### src/rtl/chg_pkg.sv
package chg_pkg;
    localparam int NUM_PHASES = 8;

    typedef enum logic [2:0] {
        PH_RESET = 3'd0,
        PH_IDLE  = 3'd1,
        PH_PRE   = 3'd2,
        PH_CC    = 3'd3,
        PH_CV    = 3'd4,
        PH_DONE  = 3'd5,
        PH_SUSP  = 3'd6,
        PH_FAULT = 3'd7
    } phase_e;

    typedef enum logic [1:0] {
        CUR_OFF  = 2'd0,
        CUR_PRE  = 2'd1,
        CUR_FAST = 2'd2
    } cur_e;
endpackage

### src/rtl/chg_qualify.sv
module chg_qualify (
    input  logic       vin_uvlo_ok,
    input  logic       vin_headroom_ok,
    input  logic       vin_ovp_ok,
    input  logic [1:0] susp_mode,
    input  logic       term_en,
    input  logic       pack_hot,
    input  logic       pack_cold,
    output logic       supply_ok,
    output logic       temp_bad
);
    always_comb begin
        supply_ok = vin_uvlo_ok && vin_headroom_ok && vin_ovp_ok && (susp_mode != 2'b00);
        temp_bad  = term_en && (pack_hot || pack_cold);
    end
endmodule

### src/rtl/chg_tick_timer.sv
module chg_tick_timer #(
    parameter int LIMIT = 8
) (
    input  logic clk,
    input  logic rst_n,
    input  logic clear,
    input  logic run,
    input  logic tick,
    output logic expired
);
    localparam int CW = $clog2(LIMIT + 1);
    localparam logic [CW-1:0] LIM = CW'(LIMIT);

    typedef struct packed {
        logic [CW-1:0] cnt;
    } tmr_s;

    tmr_s st_d, st_q;

    always_comb begin
        st_d = st_q;
        if (clear) begin
            st_d.cnt = '0;
        end else if (run && tick && (st_q.cnt != LIM)) begin
            st_d.cnt = st_q.cnt + 1'b1;
        end
        expired = (st_q.cnt == LIM);
    end

    always_ff @(posedge clk or negedge rst_n) begin
        if (!rst_n) st_q <= '0;
        else        st_q <= st_d;
    end

    // a paused timer holds its count
    a_r8_paused_hold: assert property (@(posedge clk) disable iff (!rst_n)
        (!run && !clear) |=> $stable(st_q.cnt));

    // expiry stays until the next cycle start clears it
    a_r4_expiry_sticky: assert property (@(posedge clk) disable iff (!rst_n)
        (expired && !clear) |=> expired);
endmodule

### src/rtl/chg_probe.sv
module chg_probe #(
    parameter int DET_TICKS = 4
) (
    input  logic clk,
    input  logic rst_n,
    input  logic clear,
    input  logic start,
    input  logic tick,
    output logic active,
    output logic finished
);
    localparam int CW = $clog2(DET_TICKS + 1);
    localparam logic [CW-1:0] LIM = CW'(DET_TICKS);

    typedef struct packed {
        logic          act;
        logic [CW-1:0] cnt;
    } prb_s;

    prb_s st_d, st_q;

    always_comb begin
        st_d     = st_q;
        finished = st_q.act && (st_q.cnt == LIM);
        active   = st_q.act;
        if (clear || finished) begin
            st_d.act = 1'b0;
            st_d.cnt = '0;
        end else if (start && !st_q.act) begin
            st_d.act = 1'b1;
            st_d.cnt = '0;
        end else if (st_q.act && tick) begin
            st_d.cnt = st_q.cnt + 1'b1;
        end
    end

    always_ff @(posedge clk or negedge rst_n) begin
        if (!rst_n) st_q <= '0;
        else        st_q <= st_d;
    end

    // a running probe is not dropped before its interval ends
    a_r10_probe_holds: assert property (@(posedge clk) disable iff (!rst_n)
        (active && !clear && !finished) |=> active);
endmodule

### src/rtl/chg_phase_ctrl.sv
module chg_phase_ctrl
    import chg_pkg::*;
#(
    parameter int PRE_TICKS  = 8,
    parameter int SAFE_TICKS = 20,
    parameter int DET_TICKS  = 4
) (
    input  logic                  clk,
    input  logic                  rst_n,
    input  logic                  vin_uvlo_ok,
    input  logic                  vin_headroom_ok,
    input  logic                  vin_ovp_ok,
    input  logic [1:0]            susp_mode,
    input  logic                  chg_en,
    input  logic                  term_en,
    input  logic                  bat_low_ok,
    input  logic                  bat_rch_ok,
    input  logic                  bat_at_reg,
    input  logic                  ichg_below_term,
    input  logic                  pack_hot,
    input  logic                  pack_cold,
    input  logic                  tick,
    output logic [2:0]            phase_o,
    output logic [1:0]            cur_sel_o,
    output logic                  det_src_en_o,
    output logic                  chg_active_o,
    output logic [NUM_PHASES-1:0] evt_o
);
    typedef struct packed {
        phase_e                phase;
        phase_e                ret;
        logic [NUM_PHASES-1:0] evt;
    } ctl_s;

    ctl_s st_d, st_q;

    logic supply_ok, temp_bad;
    logic pre_exp, safe_exp;
    logic cycle_start;
    logic probe_active, probe_done, probe_start, probe_clear;
    logic pre_run, safe_run;

    chg_qualify u_qual (
        .vin_uvlo_ok     (vin_uvlo_ok),
        .vin_headroom_ok (vin_headroom_ok),
        .vin_ovp_ok      (vin_ovp_ok),
        .susp_mode       (susp_mode),
        .term_en         (term_en),
        .pack_hot        (pack_hot),
        .pack_cold       (pack_cold),
        .supply_ok       (supply_ok),
        .temp_bad        (temp_bad)
    );

    always_comb begin
        pre_run     = (st_q.phase == PH_PRE);
        safe_run    = (st_q.phase == PH_CC) || (st_q.phase == PH_CV);
        probe_start = (st_q.phase == PH_DONE) && !bat_low_ok && !probe_active;
    end

    chg_tick_timer #(.LIMIT(PRE_TICKS)) u_pre_tmr (
        .clk     (clk),
        .rst_n   (rst_n),
        .clear   (cycle_start),
        .run     (pre_run),
        .tick    (tick),
        .expired (pre_exp)
    );

    chg_tick_timer #(.LIMIT(SAFE_TICKS)) u_safe_tmr (
        .clk     (clk),
        .rst_n   (rst_n),
        .clear   (cycle_start),
        .run     (safe_run),
        .tick    (tick),
        .expired (safe_exp)
    );

    chg_probe #(.DET_TICKS(DET_TICKS)) u_probe (
        .clk      (clk),
        .rst_n    (rst_n),
        .clear    (probe_clear),
        .start    (probe_start),
        .tick     (tick),
        .active   (probe_active),
        .finished (probe_done)
    );

    always_comb begin
        st_d     = st_q;
        st_d.evt = '0;
        if (!supply_ok) begin
            st_d.phase = PH_RESET;
        end else begin
            case (st_q.phase)
                PH_RESET: st_d.phase = PH_IDLE;
                PH_IDLE:  if (chg_en) st_d.phase = PH_PRE;
                PH_PRE: begin
                    if (!chg_en)         st_d.phase = PH_IDLE;
                    else if (temp_bad)   begin st_d.phase = PH_SUSP; st_d.ret = PH_PRE; end
                    else if (pre_exp)    st_d.phase = PH_FAULT;
                    else if (bat_low_ok) st_d.phase = PH_CC;
                end
                PH_CC: begin
                    if (!chg_en)         st_d.phase = PH_IDLE;
                    else if (temp_bad)   begin st_d.phase = PH_SUSP; st_d.ret = PH_CC; end
                    else if (safe_exp)   st_d.phase = PH_FAULT;
                    else if (bat_at_reg) st_d.phase = PH_CV;
                end
                PH_CV: begin
                    if (!chg_en)       st_d.phase = PH_IDLE;
                    else if (temp_bad) begin st_d.phase = PH_SUSP; st_d.ret = PH_CV; end
                    else if (safe_exp) st_d.phase = PH_FAULT;
                    else if (term_en && ichg_below_term) st_d.phase = PH_DONE;
                end
                PH_DONE: begin
                    if (!chg_en) begin
                        st_d.phase = PH_IDLE;
                    end else if (probe_done) begin
                        if (!bat_rch_ok) st_d.phase = PH_PRE;
                    end else if (!probe_active && bat_low_ok && !bat_rch_ok) begin
                        st_d.phase = PH_PRE;
                    end
                end
                PH_SUSP: begin
                    if (!chg_en)        st_d.phase = PH_IDLE;
                    else if (!temp_bad) st_d.phase = st_q.ret;
                end
                PH_FAULT: if (!chg_en) st_d.phase = PH_IDLE;
                default:  st_d.phase = PH_RESET;
            endcase
        end
        if (st_d.phase != st_q.phase) st_d.evt[st_d.phase] = 1'b1;
        cycle_start = (st_d.phase == PH_PRE) &&
                      ((st_q.phase == PH_IDLE) || (st_q.phase == PH_DONE));
        probe_clear = (st_d.phase != PH_DONE);
    end

    always_ff @(posedge clk or negedge rst_n) begin
        if (!rst_n) begin
            st_q.phase <= PH_RESET;
            st_q.ret   <= PH_PRE;
            st_q.evt   <= '0;
        end else begin
            st_q <= st_d;
        end
    end

    always_comb begin
        phase_o      = st_q.phase;
        evt_o        = st_q.evt;
        det_src_en_o = probe_active;
        chg_active_o = (st_q.phase == PH_PRE) || (st_q.phase == PH_CC) ||
                       (st_q.phase == PH_CV)  || (st_q.phase == PH_SUSP);
        if ((st_q.phase == PH_CC) || (st_q.phase == PH_CV)) cur_sel_o = CUR_FAST;
        else if ((st_q.phase == PH_PRE) || probe_active)     cur_sel_o = CUR_PRE;
        else                                                 cur_sel_o = CUR_OFF;
    end

    // losing the supply always lands in reset
    a_r1_drop_to_reset: assert property (@(posedge clk) disable iff (!rst_n)
        !supply_ok |=> (phase_o == PH_RESET));

    // precharge timeout faults
    a_r4_pre_timeout: assert property (@(posedge clk) disable iff (!rst_n)
        ((st_q.phase == PH_PRE) && pre_exp && chg_en && supply_ok && !temp_bad)
        |=> (phase_o == PH_FAULT));

    // fault is latched while enabled and powered
    a_r7_fault_latch: assert property (@(posedge clk) disable iff (!rst_n)
        ((phase_o == PH_FAULT) && chg_en && supply_ok) |=> (phase_o == PH_FAULT));

    // resume returns to the suspended phase
    a_r8_resume_same: assert property (@(posedge clk) disable iff (!rst_n)
        ((st_q.phase == PH_SUSP) && chg_en && supply_ok && !temp_bad)
        |=> (phase_o == $past(st_q.ret)));

    // with termination off the fast phase ignores temperature
    a_r9_temp_ignored: assert property (@(posedge clk) disable iff (!rst_n)
        (!term_en && (st_q.phase == PH_CC) && chg_en && supply_ok && !safe_exp && !bat_at_reg)
        |=> (phase_o == PH_CC));

    // the probe source only runs in done
    a_r10_probe_in_done: assert property (@(posedge clk) disable iff (!rst_n)
        det_src_en_o |-> (phase_o == PH_DONE));

    // event pulses are one-hot and mark every phase change
    a_r12_evt_onehot: assert property (@(posedge clk) disable iff (!rst_n)
        $onehot0(evt_o));
    a_r12_evt_on_change: assert property (@(posedge clk) disable iff (!rst_n)
        (phase_o != $past(phase_o)) |-> $onehot(evt_o));
endmodule

### config.mk
export PLATFORM = sky130hd
export DESIGN_NAME = chg_phase_ctrl
export DESIGN_NICKNAME = d
export VERILOG_FILES = /design/src/rtl/chg_pkg.sv /design/src/rtl/chg_qualify.sv /design/src/rtl/chg_tick_timer.sv /design/src/rtl/chg_probe.sv /design/src/rtl/chg_phase_ctrl.sv
export SDC_FILE = /design/constraint.sdc
export NUM_CORES = 1
export LEC_CHECK = 0
export BUFFER_PORTS_ARGS = -buffer_cell sky130_fd_sc_hd__buf_2
export CORE_UTILIZATION = 35
export DETAILED_ROUTE_END_ITERATION = 8
export SYNTH_ARGS = -nofsm -noshare
export SYNTH_HDL_FRONTEND = slang
export SYNTH_SLANG_ARGS = --single-unit
### constraint.sdc
create_clock -name clk -period 2 [get_ports clk]
set_input_delay 0.3 -clock clk [delete_from_list [all_inputs] [get_ports clk]]
set_output_delay 0.3 -clock clk [all_outputs]
set_load 0.1 [all_outputs]
==> run_results.csv, run 1 <==
group,metric,value,unit
power,clkPwrFrac,32.8,%
cells_and_area,nNetsFinal,255,
detailed_routing,routedWlPerCell,14.23,um
setup_path,end_kind,"flip-flop",
setup_path,crit_path_frequent_cell,"inv_1",
placement,place_hpwl,2.945,mm
power,p_int,723.0,uW
clock_network,cts_sinks,27,
setup_path,reg2reg_slack,-70,ps
setup_path,crit_end,"evt_o[2]",
logic_synthesis,synthesis.instances,180,
logic_synthesis,synth_simple_gate_area_share,21.48,%
detailed_routing,via_per_inst,5.169,
logic_synthesis,synth.area.top_cells,"dfrtp_1, buf_4, ha_1",
die,design.core.area,4474,um^2
setup_path,slowest_delay,400,ps
detailed_routing,antenna_left,0,
cells_and_area,fill_cells,418,
power,p_leak,1.078,nW
logic_synthesis,netlist.area_leader.share,38.78,%
clock_network,clk_path_buf_depth,2,
cells_and_area,antenna_cells,0,
global_route,overflow,0,
setup_path,cp_top_family,"compound AO/OA/AOI/OAI gates",
sta,slew_violations,0,
placement,dp.cells,274,
cells_and_area,final_cells,284,
logic_synthesis,yosysSeqAreaShare,40.34,%
power,p_seq_share,56.9,%
sta,period_minus_slack,2074,ps
logic_synthesis,ys_warn_count,0,
setup_path,critPathArrivalTime,2240,ps
clock_network,clock-root-buffer,"clkbuf_8",
logic_synthesis,synth_fp_nets,202,
logic_synthesis,syn_avg_cell_area,9.321,um^2
global_route,antenna_found_initial,0,
logic_synthesis,ys_ff_latch,27,
logic_synthesis,synth_edf_count,0,
sta,slew_headroom,55.88,%
logic_synthesis,yosys.area.top_type,"dfrtp_1",
global_route,grt_pass1_vias,1406,
detailed_routing,firstDrtPassIters,6,
clock_network,worst_setup_hold_path_clk_slew,100,ps
cells_and_area,area_growth,34.08,%
setup_path,start_kind,"flip-flop",
setup_path,crit_required,2170,ps
die,die_x,71.24,um
logic_synthesis,synthMuxAreaShare,2.461,%
die,ios,31,
logic_synthesis,synthArstFlopShare,100.0,%
logic_synthesis,synthFlopType,"dfrtp_1",
clock_network,h-tree-depth,1,
clock_network,holdBufCountCts,0,
logic_synthesis,syn_area,1678,um^2
sta,setup_tns,-551.3,ps
detailed_routing,num_vias,1468,
sta,setup_viol,11,
setup_path,crit_start,"u_safe_tmr.st_q[0]",
sta,fin_skew,7.970,ps
global_route,grt_pass1_wl,6.713,mm
logic_synthesis,ys_top_cells_by_count,"dfrtp_1, buf_4, nor2_1",
detailed_routing,drtIter0Drc,137,
sta,fin_ws,-73.94,ps
clock_network,numCtsBuffers,3,
placement,dp_slack,-147.9,ps
setup_path,crit_path_cell_trace,"inv_1 > ha_1 > nand4b_1 > buf_4 > a21oi_2 > nor2_1 > o22a_1 > a31o_4 > inv_1 > nor3_1",
sta,fmax,482.2,MHz
logic_synthesis,yosys.area_share.adder,5.145,%
power,power.density,430.4,nW/um^2
logic_synthesis,synth_top_family_by_area,"simple AND/OR/NAND/NOR gates",
logic_synthesis,synth_compound_area_share,13.72,%
power,p_comb_share,10.3,%
placement,gp_congestion,0.8459,
setup_path,rr_startpoint,"u_safe_tmr.st_q[0]",
logic_synthesis,synth-xor-area-share,5.742,%
setup_path,slowest_stage,"dfrtp_1",
clock_network,cts_tree,"done",
detailed_routing,drt_wl_total,4.041,mm
cells_and_area,drive_above_1_share,43.53,%
logic_synthesis,synth_most_common_cell,"dfrtp_1",
sta,worst_slew_pin_slew,656.2,ps
global_route,grt_use_total,16.61,%
die,die_h,71.24,um
cells_and_area,register_area,683.2,um^2
power,peakVddDrop,0.3336,mV
power,swShare,25.33,%
setup_path,path_buf_inv,3,
sta,fin_crit_sh,103.7,%
detailed_routing,post-route-drc-count,1,
logic_synthesis,synth.distinct_cells,48,
clock_network,clkLatencyLatePin,280,ps
sta,hold_viol_final,0,
cells_and_area,multiInputGateArea,919.6,um^2
setup_path,reg2regPathDepth,10,
placement,portBuffers,30,
die,start_util,37.50,%
sta,rsz0062_at_grt,"yes",
power,total_power,968.2,uW
die,placementRows,24,
outcome,violations,"DRC, setup timing",
setup_path,crit_fanout,9,
run,max_cap_viol_count,0,
setup_path,path_class,"flip-flop to flip-flop",
setup_path,r2r-end,"evt_o[2]",
min_path,hold_class,"input port to async pin",
global_route,grt_max_degree,28,
setup_path,path_depth,10,
die,die-area,5074,um^2
outcome,status,"finished with violations",
power,p_sw,245.2,uW
power by group through the flow:
stage	clock network, mW	logic (mW)	registers, mW
6_report	0.317	0.0995	0.551
5_1_grt	0.353	0.109	0.552
4_1_cts	0.332	0.0965	0.551
3_5_place_dp	0	0.0932	0.562
3_3_place_gp	0	0.0922	0.562
2_1_floorplan	0	0.0486	0.562
state kept, by name, indices dropped and copies added, names as in the netlist:
| name | cells |
|---|---|
| u_pre_tmr.st_q | 4 |
| u_probe.active | 1 |
| u_safe_tmr.st_q | 5 |
| phase_o | 3 |
| st_q | 3 |
| evt_o | 8 |
| u_probe.st_q | 3 |
cell families after synthesis:
family / Yosys count
AO/OA/AOI/OAI: 33
XOR/XNOR: 11
adder cells (fa/ha/maj): 7
buffers and inverters: 32
flip-flops: 27
multiplexers: 4
AND/OR/NAND/NOR: 66
metrics by stage:
step	util, %	cell area [um^2]	hold WS, ps
final	50.28	2250	18.95
after global routing	50.28	2250	62.92
after CTS	48.01	2148	38.75
after detailed placement	45.95	2056	346.5
after global placement	45.95	2056	347.2
after floorplan	-	1697	4.409
per-layer routing:
layer  routed length (um)  global-route usage (%)
met4                   18                   2.667
met1                 1888                   22.55
met5                    0                       0
met2                 1940                   27.94
met3                  194                   3.376
cell usage in the layout (no fill, tap or decap), types with 2 or more instances in the layout:
cell type  netlist  final
buf_4           15     36
buf_2            2     27
dfrtp_1         26     23
nor2_1          15     13
inv_1           11     11
nand2_1         11     10
nor3_1           9      9
xor2_1           7      7
a21oi_1          9      6
o21ai_0          8      6
ha_1             6      6
nand2b_1         5      5
nand3b_1         4      4
a21oi_2          0      3
nand3_1          4      3
nor4_2           0      3
xnor2_1          4      3
mux2i_1          3      3
nand4_1          3      3
clkbuf_8         0      3
buf_12           0      3
o21ai_1          0      2
a311oi_2         0      2
nor2_2           0      2
dfrtp_2          0      2
buf_6            1      2
layout make-up:
cell class | instances | area share (%)
inverter | 12 | 2.002
clock buffer | 3 | 1.835
multi-input combinational | 121 | 40.88
sequential | 27 | 30.37
timing repair buffer | 68 | 21.69
clock inverter | 1 | 0.3337
tap | 52 | 2.892
what timing repair did:
item / in CTS / in global routing
resized for setup: 8 / 15
pin swaps: 8 / 3
endpoints found under the setup margin: 11 / 24
setup buffers: 2 / 4
worst reg2reg max path, delay by kind of cell (launching register included):
kind                     cells  cell delay (ps)
AO/OA/AOI/OAI                3              620
flip-flops                   1              400
buffers and inverters        3              450
AND/OR/NAND/NOR              3              370
adder cells (fa/ha/maj)      1              140
worst min-delay path by stage:
stage	start	endpoint	slack, ps	cells after the start
after floorplan	rst_n	evt_o[0]	4	0
after global placement	rst_n	evt_o[3]	350	1
after detailed placement	rst_n	evt_o[3]	350	1
after CTS	rst_n	u_probe.st_q[2]	40	1
after global routing	rst_n	evt_o[3]	60	1
final	rst_n	u_probe.st_q[2]	20	1
(Power assumes the default switching activity.)
==> run 2: changes to the inputs <==
--- a/config.mk
+++ b/config.mk
@@ -6,8 +6,10 @@
 export NUM_CORES = 1
 export LEC_CHECK = 0
 export BUFFER_PORTS_ARGS = -buffer_cell sky130_fd_sc_hd__buf_2
+export CORE_MARGIN = 2
 export CORE_UTILIZATION = 35
 export DETAILED_ROUTE_END_ITERATION = 8
+export PLACE_DENSITY = 0.63
 export SYNTH_ARGS = -nofsm -noshare
 export SYNTH_HDL_FRONTEND = slang
 export SYNTH_SLANG_ARGS = --single-unit
==> run 2 against run 1 <==
- the flow now finishes without violations
- routed wire length decreased by 4.0%
- largest cell class unchanged
- largest power group unchanged
- maximum frequency grew 4.5%
- non-clock buffer count down 1
- sequential share of layout area about the same
- critical path type unchanged
- design area increased by 0.33%
- power is 1.2% lower
- clock-buffer cell count did not move
- combinational power fell by 0.8%
- clock power down 3%
- first-iteration DRC count down 54%
- sequential power about the same
==> run_results.csv, run 2 (synthesis results as in run 1) <==
group,metric,value,unit
outcome,status,"finished, final reports clean",
sta,worst_slew_pin_slew,655.8,ps
power,p_int,721.1,uW
cells_and_area,nNetsFinal,254,
power,peakVddDrop,0.2465,mV
placement,gp_congestion,0.8514,
detailed_routing,firstDrtPassIters,4,
sta,fmax,504.1,MHz
clock_network,worst_setup_hold_path_clk_slew,90,ps
global_route,overflow,0,
detailed_routing,post-route-drc-count,0,
cells_and_area,fin_util,48.43,%
clock_network,numCtsBuffers,3,
global_route,antenna_found_initial,0,
placement,place_hpwl,2.833,mm
detailed_routing,drt_wl_total,3.878,mm
setup_path,crit_start,"u_safe_tmr.st_q[0]",
setup_path,reg2regPathDepth,9,
cells_and_area,drive_above_1_share,44.16,%
power,p_seq_share,57.6,%
die,design.core.area,4661,um^2
cells_and_area,area_growth,34.53,%
detailed_routing,routedWlPerCell,13.61,um
die,die-area,5363,um^2
detailed_routing,antenna_left,0,
global_route,grt_max_degree,28,
power,swShare,24.64,%
clock_network,clk_path_buf_depth,2,
sta,fin_ws,16.30,ps
cells_and_area,largest_reg_flops,8,
clock_network,cts_tree,"done",
power,clkPwrFrac,32.1,%
setup_path,reg2reg_slack,20,ps
global_route,grt_pass1_vias,1290,
global_route,grt_pass1_wl,6.334,mm
setup_path,critPathArrivalTime,2160,ps
sta,setup_tns,0,ps
power,p_sw,235.8,uW
clock_network,clkLatencyLatePin,270,ps
placement,dp_slack,-86.48,ps
cells_and_area,fill_cells,439,
setup_path,start_kind,"flip-flop",
setup_path,r2r-end,"evt_o[4]",
power,power.density,423.9,nW/um^2
setup_path,end_kind,"flip-flop",
cells_and_area,final_common_cell,"buf_4",
clock_network,clock-root-buffer,"clkbuf_8",
power,total_power,956.9,uW
setup_path,rr_startpoint,"u_safe_tmr.st_q[0]",
sta,rsz0062_at_grt,"yes",
die,ios,31,
die,placementRows,25,
die,start_util,36.00,%
detailed_routing,drtIter0Drc,63,
sta,period_minus_slack,1984,ps
clock_network,h-tree-depth,1,
setup_path,crit_required,2180,ps
cells_and_area,antenna_cells,0,
sta,fin_skew,3.444,ps
power,p_leak,1.070,nW
power,p_comb_share,10.3,%
sta,setup_viol,0,
setup_path,crit_end,"evt_o[4]",
detailed_routing,via_per_inst,5.032,
cells_and_area,final_cell_mix,"buf_4, buf_2, dfrtp_1, nor2_1, inv_1",
run,max_cap_viol_count,0,
sta,slew_violations,0,
sta,slew_headroom,55.91,%
clock_network,cts_sinks,27,
setup_path,path_class,"flip-flop to flip-flop",
detailed_routing,num_vias,1434,
global_route,grt_use_total,15.09,%
die,die_h,73.24,um
placement,portBuffers,30,
sta,fin_crit_sh,99.19,%
sta,hold_viol_final,0,
sta,fin_hold_ws,18.47,ps
min_path,hold_class,"input port to async pin",
die,die_x,73.24,um
setup_path,crit_fanout,5,
[run 2: cell count changes in the layout (fill, tap and decap cells not counted), sizes merged]
cell	change
buf	-2
clkbuf	+1
clkinv	+1
clkinvlp	-1
[run 2: how the worst min path moves through the flow]
stage	cells past startpoint	endpoint	startpoint
finish	1	u_probe.st_q[2]	rst_n
global route	1	u_probe.active	rst_n
CTS	1	u_probe.st_q[2]	rst_n
detailed placement	1	u_probe.st_q[2]	rst_n
global placement	1	u_probe.st_q[2]	rst_n
floorplan	0	evt_o[0]	rst_n
[run 2: metrics by stage]
| step | cell area [um^2] | std cells |
|---|---|---|
| detailed placement | 2028 | 272 |
| global route | 2257 | 285 |
| finish | 2257 | 285 |
| CTS | 2103 | 276 |
| global placement | 2028 | 272 |
| floorplan | 1697 | 180 |
[run 2: area by class of cell]
| class | count | area [um^2] | share of cell area (%) |
|---|---|---|---|
| clock buffers | 3 | 41.29 | 1.829 |
| clock inverters | 1 | 5.005 | 0.2217 |
| inverters | 12 | 45.04 | 1.996 |
| multi-input cells | 121 | 935.9 | 41.46 |
| flip-flops and latches | 27 | 684.4 | 30.32 |
| well taps | 54 | 67.56 | 2.993 |
| repair buffers | 67 | 478.0 | 21.18 |
[run 2: power groups by stage]
| stage | registers (mW) | clock network (mW) | logic (mW) |
|---|---|---|---|
| floorplan | 0.562 | 0 | 0.0486 |
| global placement | 0.562 | 0 | 0.0903 |
| detailed placement | 0.562 | 0 | 0.0906 |
| CTS | 0.552 | 0.319 | 0.0928 |
| global route | 0.552 | 0.339 | 0.109 |
| finish | 0.551 | 0.307 | 0.0987 |
[run 2: repair_timing]
action                     in CTS  in global routing
setup endpoints to repair      10                 24
setup buffers                   0                 10
pin swaps                       3                  4
hold buffers                    0                  0
resized for setup               9                 18
[run 2: routing by layer]
layer | global-route usage [%] | part of all wire, %
met2 | 24.72 | 51
met1 | 20.27 | 46
met5 | 0 | 0
met3 | 2.901 | 2.9
met4 | 4.115 | 0.21
[run 2: worst max-delay path, cell delays in order, from the launching register on]
cell,delay [ps]
dfrtp_1,390
inv_1,60
ha_1,130
nand4b_1,220
buf_4,230
o21ai_4,170
a211oi_4,90
nand3b_1,190
buf_4,170
a311oi_1,240
==> run 3: changes to the inputs <==
--- a/config.mk
+++ b/config.mk
@@ -12,4 +12,5 @@
 export PLACE_DENSITY = 0.63
 export SYNTH_ARGS = -nofsm -noshare
 export SYNTH_HDL_FRONTEND = slang
+export SYNTH_HIERARCHICAL = 1
 export SYNTH_SLANG_ARGS = --single-unit
==> run 3 against run 2 <==
- sequential cell count unchanged
- via count increased by 15%
- the run now ends with setup timing left
- design area increased by 16%
- largest cell class unchanged
- non-clock buffer count increased by 22
- power increased by 7.7%
- critical path depth increased by 1
- maximum frequency decreased by 7.2%
- clock power increased by 8.1%
- clock skew decreased by 1.2 ps
- worst setup slack got worse by 150 ps
- synthesized cell count increased by 4.4%
==> run_results.csv, run 3 <==
group,metric,value,unit
run,max_cap_viol_count,0,
detailed_routing,drtIter0Drc,156,
setup_path,r2r-end,"evt_o[0]",
global_route,grt_use_total,18.34,%
clock_network,cts_sinks,27,
global_route,grt_max_degree,28,
setup_path,cp_top_family,"compound AO/OA/AOI/OAI gates",
logic_synthesis,synth.distinct_cells,52,
sta,fin_crit_sh,106.9,%
global_route,antenna_found_initial,0,
global_route,overflow,0,
detailed_routing,antenna_left,0,
setup_path,path_class,"flip-flop to flip-flop",
setup_path,crit_path_cell_trace,"inv_2 > ha_1 > and3_4 > inv_2 > a211o_1 > a221oi_2 > a21o_1 > buf_4 > inv_1 > a311oi_1",
cells_and_area,largest_reg_flops,8,
setup_path,crit_fanout,4,
detailed_routing,firstDrtPassIters,4,
sta,hold_viol_final,0,
logic_synthesis,syn_area,1784,um^2
clock_network,clk_path_buf_depth,2,
placement,gp_congestion,0.8979,
sta,slew_violations,0,
setup_path,reg2reg_slack,-140,ps
logic_synthesis,ys_warn_count,6,
detailed_routing,num_vias,1653,
die,design.core.area,4817,um^2
logic_synthesis,synth_most_common_cell,"dfrtp_1",
cells_and_area,final_cells,331,
clock_network,holdBufCountCts,0,
logic_synthesis,synth_fp_nets,210,
global_route,grt_pass1_vias,1648,
setup_path,slowest_stage,"dfrtp_1",
clock_network,clock-root-buffer,"clkbuf_8",
clock_network,clkLatencyLatePin,280,ps
sta,worst_slew_pin_slew,613.2,ps
logic_synthesis,netlist.area_leader.share,36.47,%
setup_path,slowest_delay,400,ps
logic_synthesis,synth_edf_count,0,
logic_synthesis,yosysSeqAreaShare,37.94,%
outcome,violations,"setup timing",
setup_path,crit_path_frequent_cell,"inv_2",
logic_synthesis,syn_avg_cell_area,9.490,um^2
logic_synthesis,yosys.area.top_type,"dfrtp_1",
die,placementRows,25,
power,power.density,395.0,nW/um^2
logic_synthesis,synthFlopType,"dfrtp_1",
sta,slew_headroom,59.12,%
cells_and_area,area_growth,46.28,%
cells_and_area,antenna_cells,0,
die,die_x,75.40,um
placement,dp.cells,321,
clock_network,h-tree-depth,1,
setup_path,start_kind,"flip-flop",
detailed_routing,routedWlPerCell,13.89,um
logic_synthesis,ys_ff_latch,27,
setup_path,reg2regPathDepth,10,
global_route,grt_pass1_wl,7.845,mm
sta,fin_skew,2.255,ps
cells_and_area,final_common_cell,"buf_4",
logic_synthesis,synthesis.instances,188,
cells_and_area,drive_above_1_share,52.65,%
detailed_routing,drt_wl_total,4.597,mm
logic_synthesis,synthArstFlopShare,100.0,%
outcome,status,"finished with violations",
power,p_leak,1.180,nW
die,ios,31,
logic_synthesis,ys_top_cells_by_count,"dfrtp_1, inv_1, buf_4",
placement,place_hpwl,3.403,mm
cells_and_area,nNetsFinal,287,
placement,portBuffers,30,
logic_synthesis,synth.area.top_cells,"dfrtp_1, buf_4, ha_1",
detailed_routing,post-route-drc-count,0,
sta,setup_tns,-898.1,ps
sta,fin_ws,-137.5,ps
sta,fmax,467.8,MHz
setup_path,critPathArrivalTime,2330,ps
detailed_routing,via_per_inst,4.994,
clock_network,cts_tree,"done",
min_path,hold_class,"input port to async pin",
setup_path,rr_startpoint,"u_probe/st_q[0]",
clock_network,worst_setup_hold_path_clk_slew,100,ps
die,die-area,5685,um^2
die,start_util,37.04,%
die,die_h,75.40,um
setup_path,path_buf_inv,4,
power,peakVddDrop,0.2397,mV
cells_and_area,final_cell_mix,"buf_4, buf_2, dfrtp_1",
sta,setup_viol,15,
sta,period_minus_slack,2137,ps
setup_path,end_kind,"flip-flop",
setup_path,crit_required,2190,ps
clock_network,numCtsBuffers,3,
cells_and_area,fin_util,54.18,%
sta,fin_hold_ws,12.75,ps
sta,rsz0062_at_grt,"yes",
placement,dp_slack,-252.0,ps
[run 3: cell count changes after synthesis, moves of 4 or more]
| cell | delta |
|---|---|
| xor2_1 | -6 |
| nand3_1 | +6 |
| a21oi_2 | +4 |
| nor3_1 | -7 |
| nor2_1 | -4 |
[run 3: worst max-delay path by stage]
| stage | from | end | cells past startpoint |
|---|---|---|---|
| floorplan | u_probe/active | u_probe/st_q[0] | 8 |
| global placement | u_pre_tmr/st_q[0] | u_probe/st_q[0] | 11 |
| detailed placement | u_safe_tmr/st_q[0] | evt_o[6] | 12 |
| CTS | u_pre_tmr/st_q[0] | u_probe/st_q[0] | 11 |
| global route | u_probe/st_q[0] | evt_o[0] | 10 |
| finish | u_probe/st_q[0] | evt_o[0] | 10 |
[run 3: worst register-to-register path: stages (launching register included)]
cell	delay (ps)
dfrtp_1	400
inv_2	70
ha_1	140
and3_4	190
inv_2	50
a211o_1	270
a221oi_2	310
a21o_1	170
buf_4	130
inv_1	70
a311oi_1	250
[run 3: final cells by class]
cell class | instances | area, um^2
fill | 449 | 2207
clock inverter | 1 | 7.507
multi-input combinational | 125 | 1064
inverter | 19 | 78.83
clock buffer | 3 | 41.29
tap | 67 | 83.83
timing repair buffer | 89 | 653.1
sequential | 27 | 681.9
[run 3: cells by family after synthesis]
| logic type | count (synthesis) | share of synthesized area [%] |
|---|---|---|
| simple gates | 58 | 17.88 |
| compound gates | 56 | 25.67 |
| buf+inv | 36 | 11.22 |
| flops | 27 | 37.94 |
| fa+ha+maj | 6 | 4.207 |
| xor+xnor | 3 | 1.894 |
| mux | 2 | 1.192 |
[run 3: where the power goes]
group	internal [mW]	switching, mW	leakage, nW
combinational	0.0581	0.0848	0.793
sequential	0.552	0.00418	0.365
clock	0.142	0.189	0.0217
total	0.753	0.278	1.18
[run 3: what timing repair did]
item | in CTS | in global routing
buffers inserted | 8 | 0
resized for setup | 31 | 8
pin swaps | 16 | 3
endpoints found under the setup margin | 16 | 19
[run 3: routing by layer]
layer	routed length, um	track usage (%)
met5	0	0
met4	58	5.848
met3	255	2.778
met2	2098	28.21
met1	2184	26.60
[run 3: metrics by stage]
stage	total power, mW	area (um^2)
finish	1.031	2610
detailed placement	0.6958	2349
floorplan	0.6292	1795
global placement	0.6930	2349
CTS	1.038	2581
global route	1.077	2610
